`src/rtl/slp_pkg.sv`:
```
package slp_pkg;
  localparam int unsigned INSTR_W = 16;
  localparam int unsigned PHASE_W = 2;
  localparam logic [INSTR_W-1:0] OPC_SLEEP = 16'h0003;

  typedef enum logic [PHASE_W-1:0] {
    PH_DECODE  = 2'b00,
    PH_IDLE    = 2'b01,
    PH_PROCESS = 2'b10,
    PH_COMMIT  = 2'b11
  } phase_e;
endpackage

```
`src/rtl/slp_decode.sv`:
```
module slp_decode
  import slp_pkg::*;
#(
  parameter int unsigned IW = INSTR_W,
  parameter logic [IW-1:0] OPCODE = OPC_SLEEP[IW-1:0]
) (
  input  logic               clk,
  input  logic               rst_n,
  input  logic [IW-1:0]      instr,
  input  logic               exec_stb,
  input  logic [PHASE_W-1:0] phase,
  input  logic               awake,
  output logic               fire
);
  logic pend_q, pend_d, pend_ce;
  logic hit;

  always_comb begin
    hit     = exec_stb && awake && (instr == OPCODE) && (phase == PH_DECODE);
    pend_ce = hit || (phase == PH_COMMIT);
    pend_d  = hit;
    fire    = pend_q && (phase == PH_COMMIT);
  end

  always_ff @(posedge clk or negedge rst_n) begin
    if (!rst_n)       pend_q <= 1'b0;
    else if (pend_ce) pend_q <= pend_d;
  end
endmodule

```
`src/rtl/slp_wake.sv`:
```
module slp_wake
  import slp_pkg::*;
(
  input  logic               clk,
  input  logic               rst_n,
  input  logic [PHASE_W-1:0] phase,
  input  logic               fire,
  input  logic               wdt_timeout,
  input  logic               wake_evt,
  output logic               asleep,
  output logic               wdt_wake
);
  logic sleep_q, sleep_d, sleep_ce;
  logic req_q, req_d, req_ce;
  logic any_wake;

  always_comb begin
    wdt_wake = sleep_q && wdt_timeout;
    any_wake = sleep_q && (req_q || wdt_timeout || wake_evt);
    // leave sleep only at the close of phase 4
    sleep_ce = fire || (any_wake && (phase == PH_COMMIT));
    sleep_d  = fire;
    req_ce   = any_wake;
    req_d    = (phase != PH_COMMIT);
    asleep   = sleep_q;
  end

  always_ff @(posedge clk or negedge rst_n) begin
    if (!rst_n) begin
      sleep_q <= 1'b0;
      req_q   <= 1'b0;
    end else begin
      if (sleep_ce) sleep_q <= sleep_d;
      if (req_ce)   req_q   <= req_d;
    end
  end
endmodule

```
`src/rtl/slp_status.sv`:
```
module slp_status (
  input  logic clk,
  input  logic rst_n,
  input  logic fire,
  input  logic wdt_wake,
  output logic to_bit,
  output logic pd_bit
);
  logic to_q, to_d, to_ce;
  logic pd_q, pd_d, pd_ce;

  always_comb begin
    to_ce = fire || wdt_wake;
    to_d  = fire;
    pd_ce = fire;
    pd_d  = 1'b0;
    to_bit = to_q;
    pd_bit = pd_q;
  end

  always_ff @(posedge clk or negedge rst_n) begin
    if (!rst_n) begin
      to_q <= 1'b1;
      pd_q <= 1'b1;
    end else begin
      if (to_ce) to_q <= to_d;
      if (pd_ce) pd_q <= pd_d;
    end
  end
endmodule

```
`src/rtl/slp_pwr_ctrl.sv`:
```
module slp_pwr_ctrl
  import slp_pkg::*;
(
  input  logic               clk,
  input  logic               rst_n,
  input  logic [INSTR_W-1:0] instr,
  input  logic               exec_stb,
  input  logic [PHASE_W-1:0] phase,
  input  logic               wdt_timeout,
  input  logic               wake_evt,
  output logic               wdt_clr,
  output logic               wdt_post_clr,
  output logic               stat_to,
  output logic               stat_pd,
  output logic               core_clk_en
);
  logic fire, asleep, wdt_wake;

  slp_decode u_dec (
    .clk(clk), .rst_n(rst_n), .instr(instr), .exec_stb(exec_stb),
    .phase(phase), .awake(!asleep), .fire(fire)
  );

  slp_wake u_wake (
    .clk(clk), .rst_n(rst_n), .phase(phase), .fire(fire),
    .wdt_timeout(wdt_timeout), .wake_evt(wake_evt),
    .asleep(asleep), .wdt_wake(wdt_wake)
  );

  slp_status u_stat (
    .clk(clk), .rst_n(rst_n), .fire(fire), .wdt_wake(wdt_wake),
    .to_bit(stat_to), .pd_bit(stat_pd)
  );

  assign wdt_clr      = fire;
  assign wdt_post_clr = fire;
  assign core_clk_en  = !asleep;
endmodule

```
`config.mk`:
```
export PLATFORM = sky130hd
export DESIGN_NAME = slp_pwr_ctrl
export DESIGN_NICKNAME = d
export VERILOG_FILES = /design/src/rtl/slp_pkg.sv /design/src/rtl/slp_decode.sv /design/src/rtl/slp_wake.sv /design/src/rtl/slp_status.sv /design/src/rtl/slp_pwr_ctrl.sv
export SDC_FILE = /design/constraint.sdc
export NUM_CORES = 1
export LEC_CHECK = 0
export CAP_MARGIN = 20
export CORE_AREA = 2 2 39 41
export CTS_BUF_LIST = sky130_fd_sc_hd__clkbuf_8
export DETAILED_ROUTE_END_ITERATION = 12
export DIE_AREA = 0 0 41 43
export PLACE_DENSITY = 0.67
export SKIP_CTS_REPAIR_TIMING = 1
export SYNTH_ARGS = -nofsm -noshare
export SYNTH_HDL_FRONTEND = slang
export SYNTH_SLANG_ARGS = --single-unit
```
`constraint.sdc`:
```
create_clock -name clk -period 2 [get_ports clk]
set_input_delay 0.5 -clock clk [delete_from_list [all_inputs] [get_ports clk]]
set_output_delay 0.5 -clock clk [all_outputs]
set_load 0.1 [all_outputs]
```
==> flow_summary.json, run 1 <==
{
  "area_growth_pct": 146,
  "synth.avg_cell_area_um2": 9.36,
  "insertion_delay_ns": 0.22,
  "drv_slew": 0,
  "muxShareOfSynthArea_pct": 0,
  "hold_slack_ns": 0.480,
  "numPortBuffers": 27,
  "grt_start_max_net_pins": 6,
  "io_pins": 28,
  "synthSimpleGateAreaFrac_pct": 40.6,
  "status": "finished, final reports clean",
  "drt_iter0_drc": 1,
  "hold_path.class": "reg2reg",
  "place.gp.congestion": 0.620,
  "p_leak_uw": 0.000272,
  "postSynthCellCount": 29,
  "multiInputGateArea_um2": 134,
  "num_rows": 14,
  "grtUsageTotal_pct": 9.59,
  "grt_pass1_wl_mm": 1.08,
  "synth_xor_xnor_area_share_pct": 0,
  "dr.pass1.iters": 3,
  "period_minus_slack_ns": 1.96,
  "chipHeight_um": 43,
  "antenna_found_initial": 0,
  "p_per_area_mw_per_mm2": 508,
  "setup_violations": 0,
  "cap_violations": 0,
  "max_stage_delay_ns": 0.51,
  "via_per_inst": 4.22,
  "drt-total-wl_um": 662,
  "dp_hpwl_um": 564,
  "worst_hold_startpoint": "u_stat.to_bit",
  "end_kind": "output port",
  "htreeDepth": 1,
  "clockRootBuffer": "clkbuf_8",
  "fp.dieArea_mm2": 0.00176,
  "vdd_drop_max_uv": 234,
  "finalClockSkew_ns": 0.000149,
  "fin_crit_sh_pct": 98.2,
  "die_width_um": 41,
  "synth_compound_area_share_pct": 6.91,
  "diodes": 0,
  "drtAntennaViolNets": 0,
  "grt-ovfl-total": 0,
  "cp.required_ns": 1.50,
  "cts_tree": "done",
  "clock_sinks": 5,
  "clock_path_buffers": 2,
  "yosysSeqAreaShare_pct": 47.0,
  "start_kind": "input pin",
  "clk_pin_slew_worst_paths_ns": 0.03,
  "syn-num-nets": 52,
  "wl_per_cell_um": 8.71,
  "initial_core_util_pct": 19.6,
  "grt_pass1_vias": 299,
  "critical_path_class": "in2out",
  "ys_types": 16,
  "seqCellArea_um2": 128,
  "fmaxAchievable_mhz": 509,
  "p_total_uw": 339,
  "cpMaxStageDelayCell": "clkdlybuf4s50_1",
  "synth_top_family_by_area": "simple AND/OR/NAND/NOR gates",
  "worstMarginPinSlew_ns": 0.274,
  "synth_fa_ha_area_share_pct": 0,
  "synth_edf_count": 0,
  "crit_start": "phase[0]",
  "worst_ep_arrival_time_ns": 1.46,
  "core_mm2": 0.00138,
  "netlist_area_um2": 272,
  "relSlewSlack_pct": 81.5,
  "vias": 321,
  "drive_above_1_share_pct": 25.0,
  "path_cells": "clkdlybuf4s50_1, nand3_2, clkinvlp_4, buf_12",
  "yosys_most_used_dff": "dfrtp_1",
  "path_max_fanout": 3,
  "drc": 0,
  "crit-reg2reg-launch": "u_wake.asleep",
  "ys_ff_latch": 5,
  "hold_viol_final": 0,
  "yosys_warnings": 0,
  "n_fill_cell": 128,
  "cts_made_buffers": 3,
  "async_reset_ff_share_pct": 100,
  "fin_nets": 84
}
==> power breakdown <==
part           internal [uW]  switching, uW
registers                104          0.802
logic                   41.9           13.8
clock network            131           47.7
total                    277           62.3
==> worst max-delay path: cells and delay by family <==
| family | cells | cell delay (ns) |
|---|---|---|
| buf+inv | 3 | 0.83 |
| simple gates | 1 | 0.14 |
==> cell families after synthesis <==
logic type	Yosys count
AO/OA/AOI/OAI	3
AND/OR/NAND/NOR	18
flip-flops	5
buffers and inverters	3
==> metal layers <==
metal	track usage (%)	up-vias	share of wire [%]
met5	0	-	0
met4	6.00	0	2.1
met3	6.28	2	11
met2	14.1	19	50
met1	9.48	137	36
li1	-	163	-
==> per-stage QoR <==
| stage | util [%] | cell area (um2) | worst slack [ns] | TNS (ns) | cells |
|---|---|---|---|---|---|
| floorplan | - | 279 | 0.0250 | 0 | 29 |
| global placement | 43.9 | 608 | -0.0257 | -0.0515 | 71 |
| detailed placement | 43.9 | 608 | -0.0301 | -0.0600 | 71 |
| CTS | 47.2 | 653 | -0.0301 | -0.0599 | 75 |
| global route | 48.3 | 668 | -0.0117 | -0.0211 | 76 |
| finish | 48.3 | 668 | 0.0351 | 0 | 76 |
==> cell usage after synthesis (all sizes together), types with 2 or more instances <==
master / n / area (um2)
nor4: 3 / 25.0
dfrtp: 3 / 75.1
nor2: 3 / 11.3
nand2: 6 / 22.5
nand3: 2 / 10.0
dfstp: 2 / 52.6
inv: 2 / 7.51
o21ai: 2 / 10.0
==> final timing paths <==
path                            slack (ns)             to  depth (start not counted)
worst max-delay path                  0.04   wdt_post_clr                          4
worst min-delay path                  0.48  u_stat.to_bit                          2
worst max register to register        1.08   u_dec.pend_q                          3
worst min register to register        0.48  u_stat.to_bit                          2
max in group asynchronous             1.25  u_stat.pd_bit                          1
min in group asynchronous             0.50   u_wake.req_q                          1
==> cell type report <==
cell class / count / area share [%]
Sequential cell: 5 / 19.1
Clock buffer: 3 / 6.18
Tap cell: 16 / 3.00
Clock inverter: 1 / 0.562
Timing Repair Buffer: 28 / 49.4
Multi-Input combinational cell: 21 / 20.0
Inverter: 2 / 1.69
==> flip-flops by register name, summed over array words and instances, names as in the netlist <==
register,cells
u_dec.pend_q,1
u_stat.pd_bit,1
u_stat.to_bit,1
u_wake.asleep,1
u_wake.req_q,1
==> placed cells by master (no fill, tap or decap), types with 2 or more instances in the layout <==
master	n
buf_12	5
nor2_1	3
nand2_1	6
clkbuf_8	3
dfrtp_1	3
clkdlybuf4s50_1	21
nor4_1	2
inv_1	2
dfstp_2	2
No activity file was read; power rests on OpenSTA's default activity.
==> run 2: changes to the inputs <==
- clock period: 2 -> 2.4 ns (I/O delays scaled with it)
==> flow_summary.json, run 2 (same netlist as run 1, synthesis figures left out) <==
{
  "status": "finished, final reports clean",
  "cts_tree": "done",
  "drtAntennaViolNets": 0,
  "initial_core_util_pct": 19.6,
  "numPortBuffers": 27,
  "layout_common_cells": "22 x clkdlybuf4s50_1, 6 x nand2_1",
  "grt-ovfl-total": 0,
  "drc": 0,
  "htreeDepth": 1,
  "max_stage_delay_ns": 0.50,
  "worstMarginPinSlew_ns": 0.279,
  "hold_path.class": "reg2reg",
  "grtUsageMet2_pct": 12.5,
  "finalClockSkew_ns": 0.00335,
  "antenna_found_initial": 0,
  "area_growth_pct": 125,
  "diodes": 0,
  "cpMaxStageDelayCell": "clkdlybuf4s50_1",
  "n_fill_cell": 134,
  "drt_iter0_drc": 0,
  "via_per_inst": 4.19,
  "fin_crit_sh_pct": 92.4,
  "layout_commonest_cell": "clkdlybuf4s50_1",
  "drt-total-wl_um": 649,
  "cts_made_buffers": 3,
  "r2r_slack_ns": 1.50,
  "finalSetupTns_ns": 0,
  "grt_start_max_net_pins": 6,
  "num_rows": 14,
  "p_leak_uw": 0.000257,
  "clock_path_buffers": 2,
  "clock_sinks": 5,
  "io_pins": 28,
  "place.gp.congestion": 0.614,
  "numPlacedInstances": 71,
  "relSlewSlack_pct": 81.6,
  "wl_per_cell_um": 8.65,
  "vdd_drop_max_uv": 304,
  "grt_pass1_wl_mm": 1.08,
  "p_per_area_mw_per_mm2": 464,
  "grtUsageMet1_pct": 11.2,
  "clockRootBuffer": "clkbuf_8",
  "grt_pass1_vias": 291,
  "setup_violations": 0,
  "fmaxAchievable_mhz": 451,
  "core_mm2": 0.00138,
  "cp.required_ns": 1.80,
  "vias": 314,
  "insertion_delay_ns": 0.22,
  "grtUsageTotal_pct": 9.61,
  "hold_viol_final": 0,
  "worst_ep_arrival_time_ns": 1.62,
  "critical_path_class": "in2out",
  "end_kind": "output port",
  "clk_pin_slew_worst_paths_ns": 0.04,
  "drv_slew": 0,
  "dr.pass1.iters": 1,
  "path_cells": "clkdlybuf4s50_1, nand3_1, inv_1, buf_12",
  "busiest_layer": "met2",
  "fp.dieArea_mm2": 0.00176,
  "path_max_fanout": 4,
  "period_minus_slack_ns": 2.22,
  "layout.cells.non_filler": 75,
  "drive_above_1_share_pct": 20.3,
  "cap_violations": 0,
  "grt_setup_unrepaired": "false",
  "grtUsageMet3_pct": 9.42,
  "chipHeight_um": 43,
  "start_kind": "input pin",
  "fin_nets": 83,
  "die_width_um": 41
}
run 2: worst paths after layout:
path	start	endpoint	cells after the start
setup reg to reg	u_wake.asleep	u_dec.pend_q	3
max in group asynchronous	rst_n	u_stat.pd_bit	1
hold reg to reg	u_stat.to_bit	u_stat.to_bit	2
hold / removal	u_stat.to_bit	u_stat.to_bit	2
setup / recovery	phase[0]	wdt_clr	4
min in group asynchronous	rst_n	u_wake.req_q	1
run 2: metal layers:
layer	vias up	wire length [um]
li1	163	-
met1	132	232
met2	19	318
met3	0	99
met4	0	0
met5	-	0
run 2: metrics by stage:
stage / power [uW] / utilization (%) / hold WS, ns / area (um2) / worst slack [ns]
after floorplan: 93.4 / - / 0.304 / 272 / 0.0506
after global placement: 134 / 41.0 / 0.461 / 567 / 0.178
after detailed placement: 135 / 41.0 / 0.455 / 567 / 0.172
after CTS: 288 / 44.2 / 0.469 / 612 / 0.167
after global routing: 302 / 44.2 / 0.495 / 612 / 0.105
final: 284 / 44.2 / 0.463 / 612 / 0.181
run 2: power by group:
| part | switching (uW) | internal, uW |
|---|---|---|
| registers | 0.640 | 86.2 |
| clock network | 41.4 | 110 |
| logic | 11.1 | 35.1 |
run 2: layout make-up:
cell class | instances | area [um2] | share of cell area, %
clock buffers | 3 | 41.3 | 6.75
clock inverters | 1 | 3.75 | 0.613
inverters | 2 | 7.51 | 1.23
multi-input cells | 21 | 129 | 21.1
flip-flops and latches | 5 | 128 | 20.9
well taps | 16 | 20.0 | 3.27
repair buffers | 27 | 283 | 46.2
run 2: worst max-delay path, delay by kind of cell:
kind,cells,cell delay [ns]
and+or+nand+nor,1,0.14
buffers and inverters,3,0.88
